### src/rtl/irq_nest_pkg.sv
package irq_nest_pkg;
   typedef enum logic {LVL_LO = 1'b0, LVL_HI = 1'b1} lvl_e;

   function automatic logic [15:0] entry_addr(input int unsigned base,
                                              input int unsigned stride,
                                              input int unsigned idx);
      return 16'(base + stride * idx);
   endfunction
endpackage

### src/rtl/irq_sampler.sv
module irq_sampler #(
   parameter int NSRC = 11
) (
   input  logic            clk,
   input  logic            rst_n,
   input  logic            tick,
   input  logic [NSRC-1:0] req_i,
   output logic [NSRC-1:0] samp_o
);
   always_ff @(posedge clk or negedge rst_n) begin
      if (!rst_n)    samp_o <= '0;
      else if (tick) samp_o <= req_i;
   end

   AST_SAMPLE_HOLD: assert property (@(posedge clk) disable iff (!rst_n)
      !$past(tick) |-> $stable(samp_o)) else $error("sample moved off tick");
endmodule

### src/rtl/irq_pick.sv
module irq_pick #(
   parameter int NSRC  = 11,
   parameter int IDX_W = 4
) (
   input  logic [NSRC-1:0]  cand_i,
   output logic             vld_o,
   output logic [IDX_W-1:0] idx_o,
   output logic [NSRC-1:0]  grant_o
);
   always_comb begin
      vld_o   = 1'b0;
      idx_o   = '0;
      grant_o = '0;
      for (int i = 0; i < NSRC; i++) begin
         if (cand_i[i] && !vld_o) begin
            vld_o      = 1'b1;
            idx_o      = IDX_W'(i);
            grant_o[i] = 1'b1;
         end
      end
   end

   always_comb begin
      AST_GRANT_IN_CAND: assert ((grant_o & ~cand_i) == '0);
   end
endmodule

### src/rtl/irq_nest_track.sv
module irq_nest_track (
   input  logic clk,
   input  logic rst_n,
   input  logic set_i,
   input  logic set_hi_i,
   input  logic reti_i,
   output logic hi_o,
   output logic lo_o
);
   logic hi_n, lo_n;

   always_comb begin
      hi_n = hi_o;
      lo_n = lo_o;
      if (reti_i) begin
         if (hi_o) hi_n = 1'b0;
         else      lo_n = 1'b0;
      end
      if (set_i) begin
         if (set_hi_i) hi_n = 1'b1;
         else          lo_n = 1'b1;
      end
   end

   always_ff @(posedge clk or negedge rst_n) begin
      if (!rst_n) begin
         hi_o <= 1'b0;
         lo_o <= 1'b0;
      end else begin
         hi_o <= hi_n;
         lo_o <= lo_n;
      end
   end

   AST_ACK_MARKS_LEVEL: assert property (@(posedge clk) disable iff (!rst_n)
      set_i |=> (set_hi_i ? hi_o : lo_o) == 1'b1) else $error("ack lost");
   AST_RETI_HI_FIRST: assert property (@(posedge clk) disable iff (!rst_n)
      (reti_i && hi_o && !set_i) |=> (!hi_o && lo_o == $past(lo_o))) else $error("reti order");
endmodule

### src/rtl/irq_nest_ctrl.sv
module irq_nest_ctrl #(
   parameter int NSRC       = 11,
   parameter int ADDR_W     = 16,
   parameter int VEC_BASE   = 3,
   parameter int VEC_STRIDE = 8,
   localparam int IDX_W     = (NSRC > 1) ? $clog2(NSRC) : 1
) (
   input  logic              clk,
   input  logic              rst_n,
   input  logic              mc_tick,
   input  logic [NSRC-1:0]   req_i,
   input  logic              cfg_we,
   input  logic              cfg_sel,
   input  logic [NSRC:0]     cfg_wdata,
   input  logic              last_cyc,
   input  logic              reg_wr,
   input  logic              reti_i,
   input  logic              ack_i,
   output logic              call_o,
   output logic [IDX_W-1:0]  call_idx,
   output logic [ADDR_W-1:0] call_vec,
   output logic [1:0]        svc_lvl
);
   import irq_nest_pkg::*;

   generate
      if (NSRC < 1 || NSRC > 32) begin : g_bad_nsrc
         $error("NSRC must lie in 1..32");
      end
      if (ADDR_W != 16) begin : g_bad_addr
         $error("ADDR_W must be 16");
      end
      if (VEC_BASE + VEC_STRIDE * (NSRC - 1) >= (1 << ADDR_W)) begin : g_bad_vec
         $error("entry addresses overflow ADDR_W");
      end
   endgenerate

   logic [NSRC-1:0] en_q, pri_q, samp;
   logic            gie_q;

   always_ff @(posedge clk or negedge rst_n) begin
      if (!rst_n) begin
         en_q  <= '0;
         pri_q <= '0;
         gie_q <= 1'b0;
      end else if (cfg_we) begin
         if (cfg_sel) pri_q <= cfg_wdata[NSRC-1:0];
         else begin
            en_q  <= cfg_wdata[NSRC-1:0];
            gie_q <= cfg_wdata[NSRC];
         end
      end
   end

   irq_sampler #(.NSRC(NSRC)) u_samp (
      .clk(clk), .rst_n(rst_n), .tick(mc_tick), .req_i(req_i), .samp_o(samp));

   logic [NSRC-1:0]  cand, cand_hi, cand_lo, gnt_hi, gnt_lo;
   logic             vld_hi, vld_lo;
   logic [IDX_W-1:0] idx_hi, idx_lo;

   assign cand    = samp & en_q & {NSRC{gie_q}};
   assign cand_hi = cand & pri_q;
   assign cand_lo = cand & ~pri_q;

   irq_pick #(.NSRC(NSRC), .IDX_W(IDX_W)) u_pick_hi (
      .cand_i(cand_hi), .vld_o(vld_hi), .idx_o(idx_hi), .grant_o(gnt_hi));
   irq_pick #(.NSRC(NSRC), .IDX_W(IDX_W)) u_pick_lo (
      .cand_i(cand_lo), .vld_o(vld_lo), .idx_o(idx_lo), .grant_o(gnt_lo));

   logic svc_hi, svc_lo, pend_q;
   lvl_e pend_lvl_q;
   logic take_hi, take_lo, open_q, go;

   assign take_hi = vld_hi && !svc_hi;
   assign take_lo = !vld_hi && vld_lo && !svc_hi && !svc_lo;
   assign open_q  = last_cyc && !reg_wr && !reti_i && !pend_q;
   assign go      = mc_tick && open_q && (take_hi || take_lo);

   always_ff @(posedge clk or negedge rst_n) begin
      if (!rst_n) begin
         call_o     <= 1'b0;
         call_idx   <= '0;
         call_vec   <= '0;
         pend_q     <= 1'b0;
         pend_lvl_q <= LVL_LO;
      end else begin
         call_o <= go;
         if (go) begin
            call_idx   <= take_hi ? idx_hi : idx_lo;
            call_vec   <= entry_addr(VEC_BASE, VEC_STRIDE,
                                     int'(take_hi ? idx_hi : idx_lo));
            pend_q     <= 1'b1;
            pend_lvl_q <= take_hi ? LVL_HI : LVL_LO;
         end else if (ack_i) begin
            pend_q <= 1'b0;
         end
      end
   end

   irq_nest_track u_nest (
      .clk(clk), .rst_n(rst_n), .set_i(ack_i && pend_q),
      .set_hi_i(pend_lvl_q == LVL_HI), .reti_i(reti_i),
      .hi_o(svc_hi), .lo_o(svc_lo));

   assign svc_lvl = {svc_hi, svc_lo};

   AST_CALL_ONE_CYCLE: assert property (@(posedge clk) disable iff (!rst_n)
      call_o |=> !call_o) else $error("call held");
   AST_CALL_AFTER_TICK: assert property (@(posedge clk) disable iff (!rst_n)
      call_o |-> $past(mc_tick)) else $error("call without tick");
   AST_NO_CALL_IN_HI: assert property (@(posedge clk) disable iff (!rst_n)
      call_o |-> !$past(svc_hi)) else $error("call during high service");
   AST_GATED_BY_CORE: assert property (@(posedge clk) disable iff (!rst_n)
      call_o |-> $past(last_cyc && !reg_wr && !reti_i)) else $error("blocked call");
endmodule

### config.mk
export PLATFORM = sky130hd
export DESIGN_NAME = irq_nest_ctrl
export DESIGN_NICKNAME = d
export VERILOG_FILES = /design/src/rtl/irq_nest_pkg.sv /design/src/rtl/irq_sampler.sv /design/src/rtl/irq_pick.sv /design/src/rtl/irq_nest_track.sv /design/src/rtl/irq_nest_ctrl.sv
export SDC_FILE = /design/constraint.sdc
export NUM_CORES = 1
export LEC_CHECK = 0
export BUFFER_PORTS_ARGS = -buffer_cell sky130_fd_sc_hd__buf_2
export CAP_MARGIN = 20
export CORE_ASPECT_RATIO = 1.2
export CORE_UTILIZATION = 53
export CTS_BUF_LIST = sky130_fd_sc_hd__clkbuf_16
export DETAILED_ROUTE_END_ITERATION = 16
export PLACE_DENSITY = 0.83
export SYNTH_ARGS = -nofsm -noshare
export SYNTH_HDL_FRONTEND = slang
export SYNTH_SLANG_ARGS = --single-unit
### constraint.sdc
create_clock -name clk -period 2.2 [get_ports clk]
set_clock_uncertainty 0.15 [all_clocks]
set_input_delay 0.22 -clock clk [delete_from_list [all_inputs] [get_ports clk]]
set_output_delay 0.22 -clock clk [all_outputs]
set_load 0.01 [all_outputs]
# == Word-level counts from Yosys, hierarchy flattened ==
# Index checks and enable logic that the tools add are counted.
# totals
out_inout_bits,23
reg_bits,59
wordCells,132
# classes
reduce_logical,60
bitwise,6
addsub,1
muxes,54
# ops
operator,count
AND 11 bit,4
2-to-1 mux 1 bit,34
2-to-1 mux 4 bit,8
logical AND 1 bit,30
logical NOT 1 bit,26
2-to-1 mux 3 bit,8
NOT 11 bit,1
"adder 2 x 7 -> 8 bit, first input constant",1
2-to-1 mux 2 bit,4
AND reduction 2 bit,2
nonzero test 2 bit,1
logical OR 1 bit,1
NOT 1 bit,1

# == Longest topological paths before layout ==
# depth
depth_word,41
ltp_mapped,7
mapped_depth_nobuf,6

# == Modules after synthesis ==
# Synthesis repeated with hierarchy kept, for this count alone.
# unflattened
cells_unflattened,236
area_unflattened_um2,2533.7
# by_module_without_submodules
module,cells_each,area_each_um2,instances
irq_nest_ctrl,141,1564.0,1
irq_sampler,23,447.9,1
irq_pick,32,220.2,2
irq_nest_track,8,81.3,1

# == Worst setup path after synthesis ==
# No wires, ideal clock.
# synth_path
kind,reg2reg
from,reg gie_q
to,reg call_idx[1]
setup_slack_ns,0.265
synth_period_minus_slack_ns,1.935
path_stages_with_launch,7
arrival_ns,1.660
required_ns,1.925
setup_time_ns,0.125
cell_sequence,dfrtp_1 -> buf_6 -> nand4b_2 -> nand4_4 -> o41ai_4 -> a21oi_4 -> mux2_4
# synth_via
elab_chain_len,39
word_cells_on_any_way,91
classes_between,41 x mux; 3 x bitwise; 47 x reduce/logical
# synth_rtl
element,line_no,text
"start, declared",irq_nest_ctrl.sv:39,logic gie_q;
"start signal, assigned",irq_nest_ctrl.sv:50,gie_q <= cfg_wdata[NSRC];
AND 11 bit *,irq_nest_ctrl.sv:62,assign cand = samp & en_q & {NSRC{gie_q}};
AND 11 bit,irq_nest_ctrl.sv:63,assign cand_hi = cand & pri_q;
2-to-1 mux 1 bit,irq_pick.sv:15,if (cand_i[i] && !vld_o) begin
logical NOT 1 bit,irq_pick.sv:15,
logical AND 1 bit,irq_pick.sv:15,
2-to-1 mux 1 bit,irq_pick.sv:15,
logical NOT 1 bit,irq_pick.sv:15,
logical AND 1 bit,irq_pick.sv:15,
[... 22 more ...],n/a,
logical NOT 1 bit,irq_pick.sv:15,
logical AND 1 bit,irq_pick.sv:15,
2-to-1 mux 1 bit,irq_pick.sv:15,
logical NOT 1 bit,irq_nest_ctrl.sv:76,assign take_lo = !vld_hi && vld_lo && !svc_hi && !svc_lo;
logical AND 1 bit (3 in a row),irq_nest_ctrl.sv:76,
logical OR 1 bit *,irq_nest_ctrl.sv:78,assign go = mc_tick && open_q && (take_hi || take_lo);
logical AND 1 bit *,irq_nest_ctrl.sv:78,
net go,irq_nest_ctrl.sv:73,"logic take_hi, take_lo, open_q, go;"
"end signal, assigned",irq_nest_ctrl.sv:90,call_idx <= take_hi ? idx_hi : idx_lo;
"end, declared",irq_nest_ctrl.sv:20,"output logic [IDX_W-1:0] call_idx,"
# Mark *: on every way through the listed nets, which the timed path passes. The rest lies on a longest branch.
# A chain may end at the register's enable or synchronous reset.

# == Final worst setup path ==
# Ends and elaborated chain as after synthesis.

==> metrics <==
Worst Path Max Fanout 24; Tcrit/Tclk final 96.0%; CP required ~2.2 ns; die height between 70 and 80 um; path type of the worst min-delay path input port to register; Leak roughly 1.3 nW; Clock Tree Buf Depth 2; Final TNS setup 0 ns; placed insts approximately 290; ys flop type dfrtp_1; Hold Buf Count CTS 3; nets@finish 271; total I/O pin count 55; Seq/Total Area, Yosys a little under half; first-pass GRT wire length between 7000 and 8000 um; GRT Overall Usage between 10% and 20%; Total Power approximately 2.4 mW; post-route setup slack between 0.08 and 0.09 ns; Pins Over Slew Limit 0; critical path endpoint category register; Synth async-reset ratio 100%; DP Area roughly 2600 sq um; Clock Latency Late Sink 0.28 ns; RSZ-0062 raised after global routing false; register area 1100 sq um; Post-CTS Setup Repair Bufs 0; # DRC 0; flops & latches, synth 44; Filler cells 334; ANT cells 0; site row count 26; pre-CTS setup slack 0.0949 ns; largest net degree at the start of global routing 25; Final Instance Area about 2700 sq um; Min Clock Period, post-route ~2.1 ns; vias in the first global route 1590; Die Area approximately 4700 sq um; DR iter-0 viols 47; Area Overhead vs Synth 16.1%; Non-Filler Instances slightly below 300; share of cells above drive strength 1 between 40% and 50%; hold slack between 0.02 and 0.025 ns; Synth Warn # 0; cell count after synthesis around 190; antenna viol nets, final 0; Distinct cells, synth 45; power per cell area approximately 880 nW/um^2; Vias/cell ~5.5; drt wl/cell between 10 and 15 um; Placer Congestion approximately 0.88; Final setup viols 0; status finished clean; Netlist Area Pre-Place roughly 2400 sq um; total grt overflow 0; crit path kind register to register; Initial DRT Pass Iterations 4; largest cells by area after synthesis dfrtp_1 47%, mux2_2 16%, buf_4 5.7%; Routed WL 4230 um; Detail Placement HPWL between 3000 and 4000 um; Fmax between 0.4 and 0.5 GHz; root buffer cell clkbuf_16; CTS Buf Count 5; CTS tree done; Synth area leader dfrtp_1; Synth top area share about 47%; Data arrival, critical path 2.12 ns; clock sinks 44; Avg Inst Size Synth approximately 12 sq um; initial antenna violation count 0; clk slew on worst S/H paths approximately 0.050 ns; Core Region 4260 sq um; Multi-input gate area ~1100 sq um; port buffer count 44; maxcap violations 0; CTS resizes 0; Die X about 63 um; H-tree Lvls 2; crit start category register; number of synthesized flops with an enable pin 0; Initial Utilization 55.4%; Worst VDD drop between 0.4 and 0.5 mV; final hold violation count 0; Via Count 1635; Final Util between 60% and 70%
[logic make-up (layout without fill, tap and decap cells)]
logic type / count (synthesis) / after routing / synth area share (%)
other: 1 / 10 / 0.159
flip-flops: 44 / 44 / 46.6
multiplexers: 37 / 37 / 18.1
AND/OR/NAND/NOR: 61 / 61 / 19.5
AO/OA/AOI/OAI: 25 / 25 / 8.43
buffers and inverters: 25 / 62 / 7.15
[power breakdown]
part           leakage [nW]  switching [mW]  internal (mW)
Clock                0.0709           0.267          0.407
Sequential            0.525           0.114          0.951
Combinational         0.702           0.311          0.356
[registers in the layout, indices dropped and copies added (netlist names)]
register and cells:
call_idx 3, call_o 1, call_vec 2, en_q 11
gie_q 1, pend_lvl_q 1, pend_q 1, pri_q 11
u_nest.hi_o 1, u_nest.lo_o 1, u_samp.samp_o 11
[cell usage after synthesis (all sizes together), types with 2 or more instances]
cell	number
dfrtp	44
and4	2
o21ai	8
nand2	12
nand4b	9
mux2	37
nand3	5
nand4	13
and3	5
clkbuf	2
inv	3
a31oi	2
nor2b	3
buf	20
nor3	2
nor2	2
a21oi	4
and4b	2
[critical path: stages, from the launching register on]
cell      delay [ns]
dfrtp_1         0.39
buf_12          0.16
and4b_1         0.21
nand4b_4        0.22
o41ai_4         0.40
a21oi_4         0.15
mux2_4          0.31
[layout make-up]
cell class	count	area share, %
clock buffers	5	4.56
clock inverters	2	0.319
inverters	3	0.411
multi-input cells	133	41.0
flip-flops and latches	44	40.2
well taps	56	2.56
repair buffers	52	11.0
[metal layers]
layer | global-route usage [%] | routed length [um] | vias up
li1 | - | - | 791
met1 | 22.2 | 1770 | 790
met2 | 35.0 | 2210 | 48
met3 | 4.55 | 177 | 6
met4 | 10.6 | 74 | 0
met5 | 0 | 0 | -
[cell usage in the layout (no fill, tap or decap), types with 2 or more instances in the layout]
master / n
a21oi_1: 3
a31oi_1: 2
and3_1: 4
and4_4: 2
and4b_1: 2
buf_2: 44
buf_4: 4
clkbuf_16: 5
conb_1: 10
dfrtp_1: 44
dlygate4sd3_1: 3
inv_1: 4
mux2_2: 34
mux2_4: 3
nand2_1: 12
nand3_1: 5
nand4_1: 12
nand4b_2: 7
nor2_1: 2
nor2b_1: 3
nor3_1: 2
o21ai_0: 7
[path summary, 6_finish.rpt]
check,slack [ns],cells after the start,end,from
setup / recovery,0.09,6,call_idx[1]$_DFFE_PN0P_,gie_q$_DFFE_PN0P_
hold / removal,0.02,2,u_samp.samp_o[7]$_DFFE_PN0P_,req_i[7]
setup reg to reg,0.09,6,call_idx[1]$_DFFE_PN0P_,gie_q$_DFFE_PN0P_
hold reg to reg,0.33,1,call_vec[1]$_DFFE_PN0P_,call_vec[1]$_DFFE_PN0P_
max in group asynchronous,1.25,3,gie_q$_DFFE_PN0P_,rst_n
min in group asynchronous,0.16,2,u_samp.samp_o[2]$_DFFE_PN0P_,rst_n
Power figures use the tool's default switching activity.
